File: src/rtl/nand_pgrd_seq.sv
module nand_pgrd_seq #(
  parameter int CNT_W        = 16,
  parameter int PAGE_BYTES   = 2048,
  parameter int POLL_MAX     = 70,
  parameter int POLL_GAP_CYC = 100,
  parameter int TWB_CYC      = 10,
  parameter int WE_LO_CYC    = 2,
  parameter int WE_HI_CYC    = 2,
  parameter int RE_LO_CYC    = 3
) (
  input  logic             clk,
  input  logic             rst_n,
  input  logic             req_valid,
  output logic             req_ready,
  input  logic [23:0]      req_page,
  input  logic [15:0]      req_col,
  input  logic             req_wide,
  input  logic             req_big,
  input  logic             req_spare,
  output logic             done,
  output logic [7:0]       done_status,
  output logic [CNT_W-1:0] ecc_fix_cnt,
  output logic [CNT_W-1:0] ecc_fail_cnt,
  output logic             poll_timeout,
  output logic             nand_ce_n,
  output logic             nand_cle,
  output logic             nand_ale,
  output logic             nand_we_n,
  output logic             nand_re_n,
  output logic [7:0]       nand_dq_out,
  output logic             nand_dq_oe,
  input  logic [7:0]       nand_dq_in,
  input  logic             nand_rdy
);

  localparam int M1   = (POLL_GAP_CYC > TWB_CYC) ? POLL_GAP_CYC : TWB_CYC;
  localparam int M2   = (M1 > WE_LO_CYC) ? M1 : WE_LO_CYC;
  localparam int M3   = (M2 > WE_HI_CYC) ? M2 : WE_HI_CYC;
  localparam int MAXD = (M3 > RE_LO_CYC) ? M3 : RE_LO_CYC;
  localparam int CW   = $clog2(MAXD + 1);
  localparam int PW   = $clog2(POLL_MAX + 1);

  localparam logic [7:0] OP_READ    = 8'h00;
  localparam logic [7:0] OP_CONFIRM = 8'h30;
  localparam logic [7:0] OP_STATUS  = 8'h70;
  localparam int         BIT_FAIL   = 0;
  localparam int         BIT_FIX    = 3;
  localparam int         BIT_RDY    = 6;

  localparam logic [3:0] ST_OPEN  = 4'd0;
  localparam logic [3:0] ST_CLO   = 4'd1;
  localparam logic [3:0] ST_CHI   = 4'd2;
  localparam logic [3:0] ST_P0    = 4'd3;
  localparam logic [3:0] ST_P1    = 4'd4;
  localparam logic [3:0] ST_P2    = 4'd5;
  localparam logic [3:0] ST_CONF  = 4'd6;
  localparam logic [3:0] ST_POLL  = 4'd7;
  localparam logic [3:0] ST_CLOSE = 4'd8;

  typedef enum logic [3:0] {
    S_IDLE, S_WLO, S_WHI, S_GAP, S_RLO, S_RHI, S_TWB, S_WRDY, S_DONE
  } state_t;

  state_t          state, state_d;
  logic [3:0]      step, step_d;
  logic [CW-1:0]   cnt, cnt_d;
  logic [PW-1:0]   poll_n;
  logic [15:0]     col_q;
  logic [23:0]     row_q;
  logic            big_q;
  logic [7:0]      stat_q;
  logic [16:0]     col_sum;
  logic [15:0]     col_eff;
  logic            last_poll, poll_end, is_cmd_d, wr_d;
  logic [7:0]      byte_d;

  assign col_sum   = {1'b0, req_col} + (req_spare ? 17'(PAGE_BYTES) : 17'd0);
  assign col_eff   = req_wide ? col_sum[16:1] : col_sum[15:0];
  assign last_poll = (poll_n == PW'(POLL_MAX - 1));
  assign poll_end  = nand_dq_in[BIT_RDY] || last_poll;

  assign req_ready   = (state == S_IDLE);
  assign done        = (state == S_DONE);
  assign done_status = stat_q;

  always_comb begin
    state_d = state;
    step_d  = step;
    cnt_d   = (cnt != '0) ? cnt - 1'b1 : cnt;
    case (state)
      S_IDLE: if (req_valid) begin
        state_d = S_WLO; step_d = ST_OPEN; cnt_d = CW'(WE_LO_CYC - 1);
      end
      S_WLO: if (cnt == '0) begin
        state_d = S_WHI; cnt_d = CW'(WE_HI_CYC - 1);
      end
      S_WHI: if (cnt == '0) begin
        state_d = S_WLO;
        cnt_d   = CW'(WE_LO_CYC - 1);
        case (step)
          ST_P1:    step_d = big_q ? ST_P2 : ST_CONF;
          ST_CONF:  begin state_d = S_GAP; step_d = ST_POLL; cnt_d = CW'(POLL_GAP_CYC - 1); end
          ST_POLL:  begin state_d = S_RLO; cnt_d = CW'(RE_LO_CYC - 1); end
          ST_CLOSE: begin state_d = S_TWB; cnt_d = CW'(TWB_CYC - 1); end
          default:  step_d = step + 4'd1;
        endcase
      end
      S_GAP: if (cnt == '0) begin
        state_d = S_WLO; cnt_d = CW'(WE_LO_CYC - 1);
      end
      S_RLO: if (cnt == '0) begin
        state_d = S_RHI; cnt_d = CW'(WE_HI_CYC - 1);
        step_d  = poll_end ? ST_CLOSE : ST_POLL;
      end
      S_RHI: if (cnt == '0) begin
        if (step == ST_CLOSE) begin
          state_d = S_WLO; cnt_d = CW'(WE_LO_CYC - 1);
        end else begin
          state_d = S_GAP; cnt_d = CW'(POLL_GAP_CYC - 1);
        end
      end
      S_TWB:  if (cnt == '0) state_d = S_WRDY;
      S_WRDY: if (nand_rdy) state_d = S_DONE;
      S_DONE: state_d = S_IDLE;
      default: state_d = S_IDLE;
    endcase
  end

  always_comb begin
    case (step_d)
      ST_CLO:  byte_d = col_q[7:0];
      ST_CHI:  byte_d = col_q[15:8];
      ST_P0:   byte_d = row_q[7:0];
      ST_P1:   byte_d = row_q[15:8];
      ST_P2:   byte_d = row_q[23:16];
      ST_CONF: byte_d = OP_CONFIRM;
      ST_POLL: byte_d = OP_STATUS;
      default: byte_d = OP_READ;
    endcase
  end

  assign is_cmd_d = (step_d == ST_OPEN) || (step_d == ST_CONF) ||
                    (step_d == ST_POLL) || (step_d == ST_CLOSE);
  assign wr_d     = (state_d == S_WLO) || (state_d == S_WHI);

  always_ff @(posedge clk or negedge rst_n) begin
    if (!rst_n) begin
      state <= S_IDLE;
      step  <= ST_OPEN;
      cnt   <= '0;
    end else begin
      state <= state_d;
      step  <= step_d;
      cnt   <= cnt_d;
    end
  end

  always_ff @(posedge clk or negedge rst_n) begin
    if (!rst_n) begin
      nand_ce_n   <= 1'b1;
      nand_we_n   <= 1'b1;
      nand_re_n   <= 1'b1;
      nand_cle    <= 1'b0;
      nand_ale    <= 1'b0;
      nand_dq_oe  <= 1'b0;
      nand_dq_out <= 8'h00;
    end else begin
      nand_ce_n   <= (state_d == S_IDLE);
      nand_we_n   <= (state_d != S_WLO);
      nand_re_n   <= (state_d != S_RLO);
      nand_cle    <= wr_d && is_cmd_d;
      nand_ale    <= wr_d && !is_cmd_d;
      nand_dq_oe  <= wr_d;
      nand_dq_out <= wr_d ? byte_d : 8'h00;
    end
  end

  always_ff @(posedge clk or negedge rst_n) begin
    if (!rst_n) begin
      col_q        <= '0;
      row_q        <= '0;
      big_q        <= 1'b0;
      poll_n       <= '0;
      stat_q       <= 8'h00;
      ecc_fix_cnt  <= '0;
      ecc_fail_cnt <= '0;
      poll_timeout <= 1'b0;
    end else begin
      if (state == S_IDLE && req_valid) begin
        col_q  <= col_eff;
        row_q  <= req_page;
        big_q  <= req_big;
        poll_n <= '0;
      end
      if (state == S_RLO && cnt == '0) begin
        stat_q <= nand_dq_in;
        poll_n <= poll_n + 1'b1;
        if (poll_end) begin
          if (nand_dq_in[BIT_FAIL]) ecc_fail_cnt <= ecc_fail_cnt + 1'b1;
          if (nand_dq_in[BIT_FIX])  ecc_fix_cnt  <= ecc_fix_cnt + 1'b1;
          if (!nand_dq_in[BIT_RDY]) poll_timeout <= 1'b1;
        end
      end
    end
  end

endmodule

File: config.mk
export PLATFORM = sky130hd
export DESIGN_NAME = nand_pgrd_seq
export DESIGN_NICKNAME = d
export VERILOG_FILES = /design/src/rtl/nand_pgrd_seq.sv
export SDC_FILE = /design/constraint.sdc
export NUM_CORES = 1
export LEC_CHECK = 0
export BUFFER_PORTS_ARGS = -buffer_cell sky130_fd_sc_hd__buf_2
export CAP_MARGIN = 20
export CORE_ASPECT_RATIO = 1.5
export CORE_MARGIN = 4
export CORE_UTILIZATION = 40
export CTS_CLUSTER_SIZE = 20
export DETAILED_ROUTE_END_ITERATION = 12
export SYNTH_ARGS = -nofsm -noshare
export SYNTH_HDL_FRONTEND = slang
export SYNTH_SLANG_ARGS = --single-unit
File: constraint.sdc
create_clock -name clk -period 4 [get_ports clk]
set_clock_uncertainty 0.15 [all_clocks]
set_input_delay 0.6 -clock clk [delete_from_list [all_inputs] [get_ports clk]]
set_output_delay 0.6 -clock clk [all_outputs]
set_load 0.005 [all_outputs]
==> run summary, run 1 <==
Critical Path AT = 3.66 ns
Pin count of the biggest net entering global routing = 65
Final GP Congestion = 0.878
Avg Inst Size Synth = 10.5 um^2
Tmin final = 3.52 ns
Chip height = 160 um
Reg power frac = 41.4%
Max VDD drop = 236 uV
Count of final setup violators = 0
Register area share after synthesis = 48.2%
Data required, critical path = 4.13 ns
Top Ports = 112
Clk pwr share = 55.4%
Slew HR = 55.4%
Crit Path Max Fanout = 12
Root Driver = clkbuf_16
Area growth from synthesis to layout = 22.2%
Routed Antenna Nets = 0
DR iter-0 viols = 211
Area contributors post-synth = dfrtp_1 47%, mux2_2 5.3%, nand2_1 5.0%
Final period utilization = 88.1%
CTS tree = yes
Syn_nets = 651
Pwr/cell area = 386 nW/um^2
Placed cell count = 873
Final Worst Setup Slack = 0.476 ns
Clock Tree Buf Depth = 2
Wire length per cell = 16.6 um
Comb pwr share = 3.2%
Ys async rst share = 100%
Cts repair resizes = 0
Global-route wire length before repair = 24.7 mm
Share of layout cells above drive strength 1 = 30.6%
Core box area = 15100 um^2
Initial antenna violation count = 0
Final Hold Fails = 0
Setup crit start = cnt[0]
Synth Flop Type = dfrtp_1
Worst r2r dst = nand_dq_out[6]
Switching part of the total power = 20.8%
Die area = 17400 um^2
Yosys top cell by area = dfrtp_1
Startpoint types = flop
Slew Limit Fails = 0
Final #Nets = 759
TNS Setup = 0 ns
Buffers on Ports = 111
Initial Utilization = 40.7%
R2R cell count = 11
Flops & latches, synth = 118
Cts hold-fix bufs = 0
# diodes = 0
Unrepaired setup endpoints after global routing = false
Synth Cell Area = 6130 um^2
Worst setup path end = nand_dq_out[6]
Design internal power = 2290 uW
Vias = 4796
R2R Path Start = cnt[0]
Hpwl dp = 11.3 mm
Max Cap Viol = 0
Drt via density = 5.30
Chip Width = 109 um
Worst slack at placement = 0.501 ns
Leakage = 0.00371 uW
Final WL = 15.1 mm
Number of enable flip-flop cells after synthesis = 0
Fillers = 1438
Layout Cells excl Fill = 905
Status = finished, final reports clean
Total CTS buffers = 17
Actual slew at the worst max-slew pin = 0.668 ns
Post-Syn Instances = 585
Synth cell types = 72
Tot GR Track Use = 18.1%
Psw = 602 uW
Vias in the first global route = 4962
Critical path type = flop to flop
Clock sinks = 118
Hold Crit Class = primary input to async pin
Post-CTS Setup Bufs = 0
Worst-Skew Late Latency = 0.41 ns
Drt first pass iters = 5
Yosys warns = 0
FMAX = 284 MHz
# DRC = 0
Row cnt = 55
Clk slew on worst S/H paths = 0.05 ns
H-tree levels = 4
Reg-to-reg setup timing slack = 0.48 ns
Grt ovf = 0
Endpoint class of the critical path = flop
Worst hold margin = 0.0171 ns
Share of the synthesized area in the top cell type = 46.9%
-- cell usage in the layout, fill, tap and decap left out, types with 3 or more instances in the layout --
master      Yosys  final
a211oi_2        8      8
a21o_1          5      5
a21oi_1        16     16
and3_1         17     17
buf_2           4    110
buf_4           2      9
bufinv_16       0      4
clkbuf_16       0     17
clkinvlp_4      0      4
dfrtp_1       115    115
dfstp_2         3      3
ha_1           11     11
inv_1          11     11
inv_2           3      3
mux2_1          5      5
mux2_2         29     29
mux2i_1        15     15
nand2_1        81     80
nand2b_1        3      3
nand3_1        17     17
nand4_1        15     15
nor2_1         22     22
nor2b_1         5      5
nor3_1          8      8
nor3_2          5      5
o211ai_1        3      3
o21ai_0        43     43
o21ai_1         6      6
o31ai_1        10     10
or3_1           5      5
xnor2_1        23     23
xor2_1         15     15
-- sequential cells by signal, indices dropped and copies added, names as in the netlist --
| register | cells |
|---|---|
| nand_dq_oe | 1 |
| state | 4 |
| nand_dq_out | 8 |
| poll_timeout | 1 |
| nand_cle | 1 |
| cnt | 7 |
| poll_n | 7 |
| big_q | 1 |
| nand_re_n | 1 |
| row_q | 24 |
| nand_ale | 1 |
| nand_we_n | 1 |
| step | 4 |
| col_q | 16 |
| nand_ce_n | 1 |
| ecc_fail_cnt | 16 |
| ecc_fix_cnt | 16 |
| done_status | 8 |
-- Yosys cell counts, types with 11 or more instances --
master      n
nand3_1    17
clkbuf_1   22
a21oi_1    16
xnor2_1    23
ha_1       11
inv_1      11
dfrtp_1   115
nor2_1     22
o21ai_0    43
nand2_1    81
mux2_2     29
nand4_1    15
mux2i_1    15
and3_1     17
xor2_1     15
-- cell families (layout without fill, tap and decap cells) --
group                      count (synthesis)  count (layout)  share of synthesized area (%)
and+or+nand+nor                          205             205                           18.5
adders and majority gates                 11              11                           2.24
AOI/OAI and AO/OA                        118             118                           13.4
DFF                                      118             118                           48.2
muxes                                     49              49                           8.69
buffers and inverters                     46             167                           3.47
xor gates and xnor gates                  38              38                           5.43
-- worst max-delay path, cell delays in order (launching register included) --
cell and delay, ns:
dfrtp_1 0.41, inv_1 0.07, ha_1 0.19, or3b_1 0.54, nor2_8 0.24, inv_6 0.07
o32a_4 0.37, a221oi_4 0.63, inv_2 0.13, nor3_2 0.20, or2_2 0.31, a311oi_2 0.08
-- power by group through the flow --
stage / clock network (uW) / registers (uW) / logic, uW
after global placement: 0 / 1220 / 92.2
after global routing: 1700 / 1200 / 104
after CTS: 1630 / 1200 / 94.5
after detailed placement: 0 / 1220 / 94.5
after floorplan: 0 / 1220 / 29.9
final: 1600 / 1200 / 91.6
-- routing by layer --
| layer | wire length (um) | track usage, % | up-vias | part of all wire (%) |
|---|---|---|---|---|
| met2 | 8200 | 31.9 | 146 | 54 |
| met4 | 340 | 7.81 | 0 | 2.3 |
| met5 | 0 | 0 | - | 0 |
| li1 | - | - | 2308 | - |
| met1 | 5820 | 20.7 | 2319 | 39 |
| met3 | 711 | 3.56 | 23 | 4.7 |
-- worst min-delay path by stage --
stage                   startpoint               to  cells after the start
finish                       rst_n  ecc_fail_cnt[5]                      1
global route                 rst_n  ecc_fail_cnt[5]                      1
CTS                          rst_n  ecc_fail_cnt[5]                      1
detailed placement  done_status[5]   done_status[5]                      2
global placement    done_status[5]   done_status[5]                      2
floorplan                    rst_n            big_q                      0
-- final cells by class --
cell class                 instances  area, um^2  share of cell area, %
multi-input combinational        421        2970                   39.6
inverter                          15        61.3                  0.818
tap                              199         249                   3.32
timing repair buffer             120         638                   8.51
clock buffer                      20         447                   5.96
sequential                       118        2960                   39.4
clock inverter                    12         178                   2.37
-- metrics by stage --
| step | utilization (%) | power [uW] | area [um^2] |
|---|---|---|---|
| floorplan | - | 1250 | 6130 |
| global placement | 45.6 | 1310 | 6870 |
| detailed placement | 45.6 | 1310 | 6870 |
| CTS | 49.7 | 2930 | 7490 |
| global route | 49.7 | 3000 | 7490 |
| finish | 49.7 | 2890 | 7490 |
Power figures use the tool's default switching activity.
==> run 2: changes to the inputs <==
CORE_MARGIN = 2   (was 4)
==> run 2 against run 1 <==
Total power is 1.9% lower. Routed wire length is 3.2% lower. Via count is 0.17% higher. Sequential cell count stayed put. Core utilization is 0.18 points lower. Highest routed layer unchanged. Fmax is 1.7% higher. Hold slack better by 0.079 ns. Clock power is 3% lower.
==> run summary, run 2 (synthesis gave the netlist of run 1 again) <==
Drt via density = 5.31 (+0.17%)
Max reg flops = 24 (unchanged)
Reg-to-reg setup timing slack = 0.54 ns (+0.06 ns)
Pin count of the biggest net entering global routing = 65 (unchanged)
Final Hold Fails = 0 (unchanged)
Top Ports = 112 (unchanged)
FMAX = 289 MHz (+1.7%)
Critical Path AT = 3.61 ns (-0.05 ns)
Initial antenna violation count = 0 (unchanged)
Most frequent cells in the layout = 115 x dfrtp_1, 110 x buf_2, 80 x nand2_1
Buffers on Ports = 111 (unchanged)
Core box area = 15100 um^2 (unchanged)
Tmin final = 3.46 ns (-0.0590 ns)
Routed Antenna Nets = 0 (unchanged)
Final core occ = 49.5% (-0.18 points)
Final #Nets = 760 (+0.13%)
Crit Path Max Fanout = 11 (-1)
Grt ovf = 0 (unchanged)
Reg with most FFs = row_q
Leakage = 0.00371 uW (-0.10%)
H-tree levels = 4 (unchanged)
Slew Limit Fails = 0 (unchanged)
Sequential Area = 2960 um^2 (unchanged)
Clk slew on worst S/H paths = 0.06 ns (about the same)
Final WL = 14.6 mm (-3.2%)
Slew HR = 48.5% (-7.0 points)
Max VDD drop = 274 uV (+16%)
Chip height = 156 um (-2.5%)
Setup crit start = cnt[0]
# DRC = 0 (unchanged)
Status = finished, final reports clean
Global-route wire length before repair = 24.7 mm (-0.11%)
Count of final setup violators = 0 (unchanged)
Final period utilization = 86.6% (-1.5 points)
Worst-Skew Late Latency = 0.42 ns (about the same)
Actual slew at the worst max-slew pin = 0.773 ns (+0.104 ns)
Vias = 4804 (+0.17%)
# diodes = 0 (unchanged)
Critical path type = flop to flop
Wire length per cell = 16.1 um (-3.2%)
Total CTS buffers = 17 (unchanged)
Pwr/cell area = 380 nW/um^2 (-1.6%)
Drt first pass iters = 4 (-1)
R2R cell count = 11 (unchanged)
Cts repair resizes = 0 (unchanged)
Clock sinks = 118 (unchanged)
Final GP Congestion = 0.928 (+5.6%)
CTS tree = yes
TNS Setup = 0 ns (unchanged)
Startpoint types = flop
Unrepaired setup endpoints after global routing = false
Tot GR Track Use = 18.8% (+0.78 points)
Vias in the first global route = 4996 (+0.69%)
Row cnt = 55 (unchanged)
Hold Crit Class = primary input to async pin
Post-CTS Setup Bufs = 0 (unchanged)
Clock Tree Buf Depth = 2 (unchanged)
Fin area = 7470 um^2 (-0.37%)
Commonest non-fill, non-tap cell in the layout = dfrtp_1
DP Area = 6870 um^2 (about the same)
Initial Utilization = 40.7% (unchanged)
Area growth from synthesis to layout = 21.8%
DR iter-0 viols = 217 (+2.8%)
Multi-input logic area = 2970 um^2 (unchanged)
Worst r2r dst = nand_dq_out[0]
Chip Width = 105 um (-3.7%)
Root Driver = clkbuf_16
Endpoint class of the critical path = flop
Cts hold-fix bufs = 0 (unchanged)
R2R Path Start = cnt[0]
Share of layout cells above drive strength 1 = 30.9% (+0.28 points)
Die area = 16400 um^2 (-6.1%)
Data required, critical path = 4.14 ns (about the same)
Max Cap Viol = 0 (unchanged)
Hpwl dp = 10.8 mm (-4.1%)
Fillers = 1409 (-2.0%)
## run 2: changes by cell type in the layout (fill, tap and decap cells not counted), moves of 2 or more
cell | previous run | this run
clkinvlp_4 | 4 | 2
clkinv_4 | 2 | 4
inv_6 | 1 | 4
buf_4 | 9 | 11
clkbuf_1 | 2 | 0
## run 2: area by class of cell
cell class                      count  share of cell area [%]
Timing Repair Buffer              121                    8.48
Inverter                           15                   0.821
Clock buffer                       17                    5.70
Tap cell                          199                    3.33
Clock inverter                     14                    2.36
Multi-Input combinational cell    421                    39.7
Sequential cell                   118                    39.6
## run 2: stage by stage
stage               power, uW  setup WS, ns  cells  hold slack [ns]
detailed placement       1310         0.556    874            0.308
finish                   2840         0.535    905           0.0962
global route             2930         0.371    905            0.161
CTS                      2870         0.532    905            0.142
floorplan                1250          1.00    585            0.154
global placement         1310         0.626    874            0.304
## run 2: how the worst max path moves through the flow
stage / endpoint / depth (start not counted)
2_1_floorplan: nand_dq_out[4] / 11
3_3_place_gp: nand_dq_out[0] / 11
3_5_place_dp: nand_dq_out[0] / 11
4_1_cts: nand_dq_out[2] / 11
5_1_grt: nand_dq_out[6] / 11
6_report: nand_dq_out[0] / 11
## run 2: critical path: stages (launching register included)
cell	delay (ns)
dfrtp_1	0.41
inv_1	0.07
ha_1	0.18
or3b_1	0.55
nor2_8	0.24
inv_6	0.07
o32a_4	0.36
a221oi_4	0.54
buf_4	0.26
mux2_1	0.33
nand2_1	0.10
a211oi_2	0.07
## run 2: routing by layer
layer	up-vias	track usage (%)	share of wire [%]
li1	2309	-	-
met1	2324	20.9	40
met2	146	35.0	54
met3	25	3.09	3.5
met4	0	8.51	2.4
met5	-	0	0
## run 2: power breakdown
group	internal, uW	switching [uW]
combinational	37.0	52.5
clock	981	568
sequential	1200	2.85
